<file path="config.mk">
export PLATFORM = sky130hd
export DESIGN_NAME = fbus_front
export DESIGN_NICKNAME = d
export VERILOG_FILES = /design/src/rtl/fbus_pkg.sv /design/src/rtl/fbus_pin_decode.sv /design/src/rtl/fbus_read_mux.sv /design/src/rtl/fbus_front.sv
export SDC_FILE = /design/constraint.sdc
export NUM_CORES = 1
export LEC_CHECK = 0
export BUFFER_PORTS_ARGS = -buffer_cell sky130_fd_sc_hd__buf_2
export CORE_MARGIN = 2
export CORE_UTILIZATION = 44
export DETAILED_ROUTE_END_ITERATION = 8
export HOLD_SLACK_MARGIN = 0.05
export PLACE_DENSITY = 0.58
export SYNTH_ARGS = -nofsm -noshare
export SYNTH_HDL_FRONTEND = slang
export SYNTH_SLANG_ARGS = --single-unit
export TNS_END_PERCENT = 100
</file>
<file path="constraint.sdc">
create_clock -name clk -period 3.1 [get_ports clk]
set_clock_uncertainty 0.05 [all_clocks]
set_input_delay 0 -clock clk [delete_from_list [all_inputs] [get_ports clk]]
set_output_delay 0 -clock clk [all_outputs]
set_load 0.05 [all_outputs]
</file>
<file path="src/rtl/fbus_pkg.sv">
package fbus_pkg;
    localparam logic [7:0] CMD_ARRAY  = 8'hFF;
    localparam logic [7:0] CMD_SIG    = 8'h90;
    localparam logic [7:0] CMD_TOGGLE = 8'hE0;

    localparam logic [7:0] SIG_MAKER  = 8'h20;
    localparam logic [7:0] SIG_DEVICE = 8'hF0;

    typedef struct packed {
        logic rd;
        logic wr;
        logic alat;
        logic clat;
    } strobe_t;
endpackage

</file>
<file path="src/rtl/fbus_pin_decode.sv">
module fbus_pin_decode
    import fbus_pkg::*;
(
    input  logic    rst_pd_n,
    input  logic    ce_n,
    input  logic    oe_n,
    input  logic    odis_n,
    input  logic    we_n,
    input  logic    lba_n,
    input  logic    wr_sel,
    input  logic    sync_mode,
    input  logic    lba_prev,
    output strobe_t stb,
    output logic    async_wr,
    output logic    sync_wr,
    output logic    sync_rd,
    output logic    drive_ok
);
    logic sel;
    logic async_rd;

    always_comb begin
        sel      = rst_pd_n & ~ce_n;
        async_rd = sel & ~sync_mode & lba_prev & ~lba_n;
        async_wr = sel & ~sync_mode & ~we_n & oe_n;
        sync_rd  = sel & sync_mode & lba_n & ~oe_n & we_n;
        sync_wr  = sel & sync_mode & lba_n & ~we_n & oe_n;
        stb.rd   = async_rd | sync_rd;
        stb.wr   = async_wr | sync_wr;
        stb.alat = sel & sync_mode & ~lba_n & wr_sel;
        stb.clat = sel & sync_mode & ~lba_n & ~wr_sel;
        drive_ok = sel & ~oe_n & odis_n & we_n;
    end
endmodule

</file>
<file path="src/rtl/fbus_read_mux.sv">
module fbus_read_mux
    import fbus_pkg::*;
#(
    parameter int DATA_W  = 32,
    parameter int DEPTH   = 16,
    parameter int IDX_W   = 4,
    parameter int VERSION = 0
) (
    input  logic [DEPTH-1:0][DATA_W-1:0] mem,
    input  logic [IDX_W-1:0]             idx,
    input  logic                         sig_mode,
    output logic [DATA_W-1:0]            data
);
    logic [DATA_W-1:0] sig_word;

    always_comb begin
        sig_word = '0;
        unique case (idx[1:0])
            2'b00: sig_word[7:0] = SIG_MAKER;
            2'b01: sig_word[7:0] = SIG_DEVICE;
            2'b10: sig_word[2:0] = 3'(VERSION);
            default: sig_word = '0;
        endcase
        data = sig_mode ? sig_word : mem[idx];
    end
endmodule

</file>
<file path="src/rtl/fbus_front.sv">
module fbus_front
    import fbus_pkg::*;
#(
    parameter int ADDR_W  = 18,
    parameter int DATA_W  = 32,
    parameter int DEPTH   = 16,
    parameter int VERSION = 5
) (
    input  logic              clk,
    input  logic              rst_pd_n,
    input  logic              ce_n,
    input  logic              oe_n,
    input  logic              odis_n,
    input  logic              we_n,
    input  logic              lba_n,
    input  logic              wr_sel,
    input  logic [ADDR_W-1:0] addr,
    input  logic [DATA_W-1:0] din,
    output logic [DATA_W-1:0] dout,
    output logic              dout_en,
    output logic              rd_stb,
    output logic              wr_stb,
    output logic              alat_stb,
    output logic              clat_stb
);
    localparam int IDX_W = (DEPTH > 4) ? $clog2(DEPTH) : 2;

    typedef struct packed {
        logic [DEPTH-1:0][DATA_W-1:0] mem;
        logic [IDX_W-1:0]             cnt;
        logic [DATA_W-1:0]            data;
        logic                         valid;
        logic                         sync;
        logic                         sig;
        logic                         cmd_pend;
        logic                         lba_prev;
    } state_t;

    state_t st_d, st_q;

    strobe_t           stb;
    logic              async_wr, sync_wr, sync_rd, drive_ok;
    logic [DATA_W-1:0] async_rdata, sync_rdata;
    logic [IDX_W-1:0]  burst_ptr;
    logic              sync_mode;

    assign burst_ptr = st_q.cnt;
    assign sync_mode = st_q.sync;

    fbus_pin_decode u_dec (
        .rst_pd_n (rst_pd_n),
        .ce_n     (ce_n),
        .oe_n     (oe_n),
        .odis_n   (odis_n),
        .we_n     (we_n),
        .lba_n    (lba_n),
        .wr_sel   (wr_sel),
        .sync_mode(st_q.sync),
        .lba_prev (st_q.lba_prev),
        .stb      (stb),
        .async_wr (async_wr),
        .sync_wr  (sync_wr),
        .sync_rd  (sync_rd),
        .drive_ok (drive_ok)
    );

    fbus_read_mux #(.DATA_W(DATA_W), .DEPTH(DEPTH), .IDX_W(IDX_W), .VERSION(VERSION)) u_amux (
        .mem     (st_q.mem),
        .idx     (addr[IDX_W-1:0]),
        .sig_mode(st_q.sig),
        .data    (async_rdata)
    );

    fbus_read_mux #(.DATA_W(DATA_W), .DEPTH(DEPTH), .IDX_W(IDX_W), .VERSION(VERSION)) u_smux (
        .mem     (st_q.mem),
        .idx     (st_q.cnt),
        .sig_mode(st_q.sig),
        .data    (sync_rdata)
    );

    function automatic state_t run_cmd(input state_t s, input logic [7:0] code);
        state_t r = s;
        r.cmd_pend = 1'b0;
        unique case (code)
            CMD_ARRAY:  r.sig = 1'b0;
            CMD_SIG:    r.sig = 1'b1;
            CMD_TOGGLE: r.sync = ~s.sync;
            default:    r.sig = s.sig;
        endcase
        return r;
    endfunction

    always_comb begin
        st_d          = st_q;
        st_d.lba_prev = lba_n;
        st_d.valid    = 1'b0;
        if (async_wr) begin
            st_d = run_cmd(st_d, din[7:0]);
        end
        if (stb.alat || stb.clat) begin
            st_d.cnt      = addr[IDX_W-1:0];
            st_d.cmd_pend = stb.clat;
        end
        if (sync_wr) begin
            if (st_q.cmd_pend) begin
                st_d = run_cmd(st_d, din[7:0]);
            end else begin
                st_d.mem[st_q.cnt] = din;
            end
        end
        if (sync_rd) begin
            st_d.data  = sync_rdata;
            st_d.cnt   = st_q.cnt + 1'b1;
            st_d.valid = 1'b1;
        end
    end

    always_ff @(posedge clk or negedge rst_pd_n) begin
        if (!rst_pd_n) begin
            st_q          <= '0;
            st_q.lba_prev <= 1'b1;
        end else begin
            st_q <= st_d;
        end
    end

    always_comb begin
        dout     = st_q.sync ? st_q.data : async_rdata;
        dout_en  = drive_ok & (~st_q.sync | st_q.valid);
        rd_stb   = stb.rd;
        wr_stb   = stb.wr;
        alat_stb = stb.alat;
        clat_stb = stb.clat;
    end
endmodule

</file>
==> impl_metrics.toml, run 1 <==
[logic_synthesis]
synth.avg_cell_area_um2 = 15.3
netlist_top_cells_area = "dfrtp_1 47%, mux4_2 19%, mux2_2 17%, mux2i_1 2.6%, mux2_1 2.5%"
seq_area_frac_synth_pct = 47.5
synth_edf_count = 0
synth.top_cell.area_share_pct = 47.4
synth_commonest_cells = "552 x dfrtp_1, 453 x mux2_2, 242 x mux4_2, 78 x nand2_1, 77 x clkbuf_1"
synth_nets = 1972
syn_area_mm2 = 0.0292
synth_ff_type = "dfrtp_1"
ys_ff_latch = 553
yosysWarnings = 0
synth.distinct_cells = 58
synth_most_common_cell = "dfrtp_1"
yosysTopAreaCell = "dfrtp_1"
async_reset_ff_share_pct = 100
syn_inst = 1910

[sta]
clock.fmax_mhz = 340
final_hold_viol_count = 0
setup_ws_ns = 0.161
setup_tns_ns = 0
worst_slew_pin_slew_ns = 1.10
rsz0062_at_grt = "false"
maxSlewViolCount = 0
finalCritPeriodShare_pct = 94.8
slew_headroom_pct = 26.4
layout_min_cycle_time_ns = 2.94
setup_violations = 0

[critical_path]
cp_max_fo = 17
max_stage_delay_ns = 0.66
cp-start-kind = "register"
arrival_ns = 2.89
crit_slowest_cell = "or3_2"
cp-end-kind = "output port"
path_cells = "or3_2, buf_4, o221ai_1, buf_2"
worstPathRequired_ns = 3.05
worstSetupPathType = "reg2out"

[route]
top_layer_used = "met4"
wl_per_cell_um = 27.8
dr_wl_met3_um = 4100
wl_um = 80600
first_pass_iters = 5
vias = 18100
final_antenna_net_count = 0
drtIter0Drc = 1369
viasPerCell = 6.26
wl_met1_um = 34900
drc = 0
wl_met2_um = 39500

[flow_run]
max_cap_violations = 0

[cts]
root_buffer = "clkbuf_16"
htree_levels = 3
cts.clk_slew.worst_paths_ns = 0.06
post_cts_resized = 0
cts_buffers = 67
clockBufferDepth = 3
clk_latency_ns = 0.60
cts_num_sinks = 553
cts_tree = "built"

[power]
leakagePower_nw = 15.5
p_comb_share_pct = 5.3
p_sw_mw = 3.63
sequentialPowerShare_pct = 46.1
power.density_mw_per_mm2 = 474
internal_power_mw = 12.1
power_switching_share_pct = 23.1
peakVddDrop_mv = 0.325
clockPowerShare_pct = 48.6

[global_routing]
grt_pass1_vias = 19300
grt_max_degree = 176
grt_overflow = 0
grt_util_all_layers_pct = 24.3
antenna_found_initial = 1
grt_pass1_wl_um = 123000

[status]
outcome = "complete, no violations"

[cells_and_area]
multi_input_area_mm2 = 0.0144
nFillCells = 5514
seq_area_mm2 = 0.0138
syn2layout_area_growth_pct = 13.7
fin_util_pct = 50.5
layout.nets = 2053
drive_gt1_share_pct = 48.1

[floorplanning]
num_io_pins = 95
dieArea_mm2 = 0.0683
num_rows = 94
die_width_um = 261
initial_utilization_pct = 44.4
core_area_mm2 = 0.0656
fp.dieH_um = 261

[placed_design]
hpwl_um = 46000
gp_congestion = 0.772
post-place-ws_ns = 0.559
port_buffers = 80

[hold_path]
hold_path.class = "in2async"
-- logic make-up (layout without fill, tap and decap cells) --
group	after synthesis	after routing	share of synthesized area, %
DFF	553	553	47.5
adders and majority gates	4	4	0.172
and+or+nand+nor	154	154	3.00
AOI/OAI and AO/OA	168	168	4.51
muxes	835	835	41.3
other	0	1	0
buffers and inverters	196	317	3.57
-- what timing repair did --
| item | in CTS | in global routing |
|---|---|---|
| setup buffers | 0 | 0 |
| hold buffers | 45 | 0 |
| endpoints found under the hold margin | 690 | 0 |
-- power by group through the flow --
stage	registers, mW	logic, mW	clock network [mW]
CTS	7.24	0.854	7.83
detailed placement	7.37	0.808	0
global route	7.24	0.910	8.16
global placement	7.37	0.802	0
floorplan	7.36	0.426	0
finish	7.24	0.837	7.63
-- placed cells by master (no fill, tap or decap), types with 3 or more instances in the layout --
| master | n |
|---|---|
| mux2_2 | 453 |
| mux4_2 | 242 |
| buf_4 | 52 |
| buf_2 | 76 |
| nor3_4 | 4 |
| clkbuf_8 | 9 |
| mux2i_1 | 75 |
| o221ai_1 | 26 |
| clkbuf_1 | 14 |
| inv_1 | 10 |
| o21ai_0 | 7 |
| mux2_1 | 65 |
| buf_12 | 22 |
| clkinv_2 | 9 |
| a22oi_1 | 54 |
| bufinv_16 | 3 |
| a221oi_1 | 3 |
| nand4b_4 | 4 |
| nor3b_1 | 3 |
| o32a_1 | 5 |
| nor2b_1 | 14 |
| clkbuf_16 | 70 |
| nor2_4 | 14 |
| o22ai_1 | 3 |
| a211oi_1 | 10 |
| nor4_1 | 6 |
| dfrtp_1 | 549 |
| dlygate4sd3_1 | 45 |
| nand2_1 | 77 |
| a21oi_1 | 10 |
| a31oi_1 | 3 |
| nor2_1 | 10 |
| a22o_1 | 31 |
| ha_1 | 4 |
| nor3_1 | 3 |
-- worst paths after layout --
check | startpoint | to | slack, ns | cells past startpoint
min in group clk | addr[1] | burst_ptr[1]$_DFFE_PN0P_ | 0.21 | 3
worst max-delay path | sync_mode$_DFF_PN0_ | dout[30] | 0.16 | 4
worst min-delay path | rst_pd_n | sync_mode$_DFF_PN0_ | 0.15 | 3
worst max register to register | sync_mode$_DFF_PN0_ | register | 0.50 | 5
worst min register to register | st_q[9]$_DFFE_PN0P_ | st_q[9]$_DFFE_PN0P_ | 0.45 | 1
max in group asynchronous | rst_pd_n | asynchronous set/reset pin | 1.27 | 4
-- through the flow --
| stage | instances | cell area (um^2) | total power, mW | hold slack (ns) |
|---|---|---|---|---|
| after global placement | 2741 | 30600 | 8.17 | 0.103 |
| after floorplan | 1910 | 29200 | 7.79 | -0.346 |
| after global routing | 2896 | 33200 | 16.3 | 0.220 |
| after CTS | 2895 | 33200 | 15.9 | 0.179 |
| final | 2896 | 33200 | 15.7 | 0.151 |
| after detailed placement | 2741 | 30600 | 8.18 | 0.106 |
-- critical path: cells and delay by family, from the launching register on --
kind / cells / cell delay [ns]
buffers and inverters: 2 / 0.71
and+or+nand+nor: 1 / 0.66
AOI/OAI and AO/OA: 1 / 0.45
DFF: 1 / 0.46
-- layout make-up --
class	instances	share of cell area (%)
Multi-Input combinational cell	1161	43.3
Sequential cell	553	41.8
Clock buffer	93	5.82
Timing Repair Buffer	198	5.14
Tap cell	864	3.26
Clock inverter	16	0.570
Inverter	10	0.113
Antenna cell	1	0.00755
-- routing by layer --
| layer | global-route usage (%) | vias to the layer above |
|---|---|---|
| met2 | 39.8 | 500 |
| met3 | 3.69 | 121 |
| met1 | 33.5 | 9897 |
| met5 | 0 | - |
| li1 | - | 7598 |
| met4 | 7.92 | 0 |
No activity file was read; power rests on OpenSTA's default activity.
==> run 2: changes to the inputs <==
==> constraint.sdc (replaced) <==
create_clock -name clk -period 3.1 [get_ports clk]
set_clock_uncertainty 0.05 [all_clocks]
set_input_delay 0.62 -clock clk [delete_from_list [all_inputs] [get_ports clk]]
set_output_delay 0.62 -clock clk [all_outputs]
set_load 0.05 [all_outputs]
==> run 2 against run 1 <==
Non-clock buffer count fell by 14. First-iteration DRC count decreased by 3.9%. Die area unchanged. Maximum frequency is 4.6% lower. Count of clock-buffer cells in the layout rose by 6. Largest cell class unchanged. Wire length up 0.77%. Global-route usage up 0.057 points. Register-to-register slack improved by 0.15 ns.
==> impl_metrics.toml, run 2 (synthesized netlist as in run 1, its figures left out) <==
[critical_path]
cp-end-kind = "output port"
max_stage_delay_ns = 0.54
crit_slowest_cell = "or3_2"
path_cells = "or3_2, buf_12, o221ai_2, buf_12"
r2r_setup_slack_ns = 0.65
path_delay_family = "simple AND/OR/NAND/NOR gates"
cp-start-kind = "register"
worstSetupPathType = "reg2out"
arrival_ns = 2.41
worstPathRequired_ns = 2.43
critical_path.most_common_cell = "buf_12"
rr_worst_depth = 6
r2r_start = "sync_mode$_DFF_PN0_"
critPathBufInv = 2
cp_max_fo = 24
crit_path_start = "sync_mode$_DFF_PN0_"

[route]
final_antenna_net_count = 0
drtIter0Drc = 1315
wl_um = 81200
drc = 0
first_pass_iters = 5
vias = 17900
wl_per_cell_um = 28.2
viasPerCell = 6.21

[sta]
setup_ws_ns = 0.0182
slew_headroom_pct = 18.1
finalCritPeriodShare_pct = 99.4
final_hold_viol_count = 0
worst_slew_pin_slew_ns = 1.23
setup_violations = 0
maxSlewViolCount = 0
rsz0062_at_grt = "true"
layout_min_cycle_time_ns = 3.08
clock.fmax_mhz = 324

[cells_and_area]
drive_gt1_share_pct = 51.3
final_common_cell = "dfrtp_1"
fin_cells = 2885
syn2layout_area_growth_pct = 15.1
layout_common_cells = "549 x dfrtp_1, 453 x mux2_2, 242 x mux4_2"
layout.nets = 2038
n_antenna_cell = 0
nFillCells = 5516
fin_util_pct = 51.1

[placed_design]
post-place-ws_ns = 0.00642
port_buffers = 80
gp_congestion = 0.787
placed_cells = 2769
hpwl_um = 47900

[global_routing]
grt_util_all_layers_pct = 24.4
grt_pass1_vias = 19100
grt_overflow = 0
grt_pass1_wl_um = 123000
grt_max_degree = 198
antenna_found_initial = 1

[cts]
clk_latency_ns = 0.61
cts_tree = "built"
cts.clk_slew.worst_paths_ns = 0.06
htree_levels = 3
cts_num_sinks = 553
clockBufferDepth = 3
cts_buffers = 66
root_buffer = "clkbuf_16"

[hold_path]
hold_end = "st_q[0]$_DFF_PN1_"
hold_path.class = "in2reg"
hp-start = "lba_n"
min_path_cells = 1

[power]
p_total_mw = 16.0
power.density_mw_per_mm2 = 476
peakVddDrop_mv = 0.319
leakagePower_nw = 15.7

[floorplanning]
fp.dieH_um = 261
core_area_mm2 = 0.0656
initial_utilization_pct = 44.4
num_rows = 94
die_width_um = 261
num_io_pins = 95
dieArea_mm2 = 0.0683

[status]
outcome = "complete, no violations"

[flow_run]
max_cap_violations = 0
[run 2: area by class of cell]
cell class | instances | area (um^2) | area share (%)
Clock buffer | 99 | 2020 | 6.02
Clock inverter | 14 | 178 | 0.530
Inverter | 10 | 37.5 | 0.112
Multi-Input combinational cell | 1161 | 14500 | 43.3
Sequential cell | 553 | 13800 | 41.3
Tap cell | 864 | 1080 | 3.22
Timing Repair Buffer | 184 | 1860 | 5.54
[run 2: metal layers]
metal | track usage (%) | routed length, um | up-vias
li1 | - | - | 7560
met1 | 33.2 | 35400 | 9783
met2 | 40.2 | 39900 | 455
met3 | 4.44 | 4130 | 111
met4 | 7.04 | 1790 | 2
met5 | 0 | 8 | -
[run 2: repair_timing]
| item | CTS | global route |
|---|---|---|
| gates cloned | 0 | 1 |
| hold endpoints to repair | 1 | 0 |
| setup endpoints to repair | 19 | 21 |
| hold buffers | 1 | 0 |
| gates resized for setup | 31 | 27 |
| setup buffers | 0 | 1 |
[run 2: stage by stage]
| stage | hold WS (ns) | area, um^2 | TNS [ns] |
|---|---|---|---|
| after floorplan | 0.274 | 29200 | 0 |
| after global placement | 0.409 | 31100 | -0.000589 |
| after detailed placement | 0.421 | 31100 | 0 |
| after CTS | 0.0869 | 33400 | -0.128 |
| after global routing | 0.114 | 33500 | -0.0144 |
| final | 0.117 | 33500 | 0 |
[run 2: where the power goes]
group	total, mW	leakage, nW	internal [mW]	switching [mW]
logic	0.843	6.87	0.278	0.565
registers	7.25	7.70	7.23	0.0150
clock network	7.88	1.09	4.81	3.07
total	16.0	15.7	12.3	3.65
[run 2: how the worst max path moves through the flow]
stage / endpoint / slack (ns) / cells past startpoint
3_3_place_gp: dout[28] / -0.0006 / 7
5_1_grt: clat_stb / -0.01 / 4
4_1_cts: dout[7] / -0.05 / 5
2_1_floorplan: dout[10] / 0.03 / 6
3_5_place_dp: dout[24] / 0.006 / 6
6_report: dout[24] / 0.02 / 4
[run 2: worst reg2reg max path, cell delays in order, from the launching register on]
cell and delay, ns:
dfrtp_2 0.52, and4b_4 0.31, buf_4 0.19, nand4b_4 0.21
nor3_4 0.19, buf_4 0.44, mux2_2 0.41
==> run 3: changes to the inputs <==
CELL_PAD_IN_SITES_DETAIL_PLACEMENT = 2   (was unset)
CELL_PAD_IN_SITES_GLOBAL_PLACEMENT = 2   (was unset)
PLACE_DENSITY = 0.74   (was 0.58)
==> run 3 against run 2 <==
Final cell count hardly changed. Non-clock buffer count fell by 3. First-iteration DRC count down 6.8%. Wire length rose by 17%. Count of clock-buffer cells in the layout is 6 lower. Register-to-register slack worse by 0.16 ns. Combinational power increased by 3.3%. Critical endpoint is now dout[3].
==> impl_metrics.toml, run 3 (synthesized netlist as in run 1, its figures left out) <==
[status]
outcome = "complete, no violations"

[placed_design]
port_buffers = 80
gp_congestion = 0.779
placed_cells = 2762
hpwl_um = 54300

[critical_path]
worstSetupPathType = "in2out"
r2r_start = "sync_mode$_DFF_PN0_"
cp_max_fo = 10
arrival_ns = 2.41
cp-end-kind = "output port"
cp-start-kind = "primary input"
r2r_setup_slack_ns = 0.49
worstPathRequired_ns = 2.43
rr_worst_depth = 8

[sta]
worst_slew_pin_slew_ns = 1.12
finalCritPeriodShare_pct = 99.3
setup_tns_ns = 0
maxSlewViolCount = 0
rsz0062_at_grt = "true"
final_hold_viol_count = 0
clock.fmax_mhz = 325
setup_violations = 0
slew_headroom_pct = 25.3
layout_min_cycle_time_ns = 3.08

[global_routing]
grt_pass1_wl_um = 143000
grt_util_all_layers_pct = 28.4
grt_overflow = 0
antenna_found_initial = 3
grt_pass1_vias = 21300
grt_max_degree = 164

[floorplanning]
num_rows = 94
num_io_pins = 95
die_width_um = 261
core_area_mm2 = 0.0656
dieArea_mm2 = 0.0683
initial_utilization_pct = 44.4
fp.dieH_um = 261

[cells_and_area]
drive_gt1_share_pct = 51.5
final_common_cell = "dfrtp_1"
layout.nets = 2035
syn2layout_area_growth_pct = 15.3
fin_util_pct = 51.2
layout_common_cells = "549 x dfrtp_1, 452 x mux2_2, 242 x mux4_2"
fin_cells = 2886

[route]
wl_per_cell_um = 32.8
first_pass_iters = 5
final_antenna_net_count = 0
drtIter0Drc = 1225
vias = 18500
drc = 0
viasPerCell = 6.40
wl_um = 94700

[power]
leakagePower_nw = 15.7
peakVddDrop_mv = 0.436
power.density_mw_per_mm2 = 482

[cts]
cts.clk_slew.worst_paths_ns = 0.06
clk_latency_ns = 0.61
cts_num_sinks = 553
root_buffer = "clkbuf_16"
cts_buffers = 66
cts_tree = "built"
clockBufferDepth = 3
htree_levels = 3

[flow_run]
max_cap_violations = 0

[hold_path]
hold_path.class = "in2async"
[run 3: cell count changes in the layout (fill, tap and decap cells not counted), moves of 3 or more]
cell and delta:
o221ai_2 +3, clkbuf_4 -3, buf_2 +4, mux2i_1 -3, clkbuf_8 -6, buf_4 -6
[run 3: worst max-delay path by stage]
stage	startpoint	end	slack (ns)	cells past startpoint
2_1_floorplan	addr[0]	dout[10]	0.03	6
3_3_place_gp	addr[0]	dout[18]	0.006	7
3_5_place_dp	addr[0]	dout[18]	-0.05	7
4_1_cts	register	dout[6]	-0.009	5
5_1_grt	addr[0]	dout[3]	-0.02	7
6_report	addr[0]	dout[3]	0.02	7
[run 3: timing repair]
item | in CTS | in global routing
hold buffers | 1 | 0
setup endpoints to repair | 24 | 14
resized for setup | 42 | 20
gates cloned | 0 | 2
buffers inserted | 2 | 2
hold endpoints to repair | 23 | 0
[run 3: metrics by stage]
step | cell area (um^2) | power, mW | setup WS [ns] | hold WS, ns
2_1_floorplan | 29200 | 7.79 | 0.0265 | 0.274
3_3_place_gp | 31000 | 8.21 | 0.00558 | 0.408
3_5_place_dp | 31000 | 8.23 | -0.0519 | 0.445
4_1_cts | 33400 | 16.4 | -0.00861 | 0.0714
5_1_grt | 33600 | 16.7 | -0.0247 | 0.0949
6_report | 33600 | 16.2 | 0.0223 | 0.0587
[run 3: per-layer routing]
metal  track usage [%]  wire length [um]  vias up
met5                 0                33        -
met4              11.0              3150        4
met3              3.89              4190      181
met2              48.7             47800      472
met1              36.8             39600    10300
li1                  -                 -     7532
[run 3: critical path, cell delays in order]
cell and delay [ns]:
buf_8 0.16, buf_16 0.20, buf_12 0.18, mux4_2 0.53, mux2i_1 0.27, o221ai_2 0.20
buf_4 0.23
[run 3: power breakdown]
| part | leakage (nW) | total (mW) | internal [mW] | switching (mW) |
|---|---|---|---|---|
| Clock | 1.10 | 8.07 | 4.83 | 3.24 |
| Combinational | 6.88 | 0.871 | 0.277 | 0.594 |
| Sequential | 7.70 | 7.24 | 7.23 | 0.0156 |
[run 3: cell type report]
type | instances | area [um^2]
Tap cell | 864 | 1080
Clock inverter | 23 | 309
Clock buffer | 93 | 1920
Fill cell | 5839 | 32000
Sequential cell | 553 | 13800
Antenna cell | 1 | 2.50
Multi-Input combinational cell | 1161 | 14600
Inverter | 10 | 37.5
Timing Repair Buffer | 181 | 1850
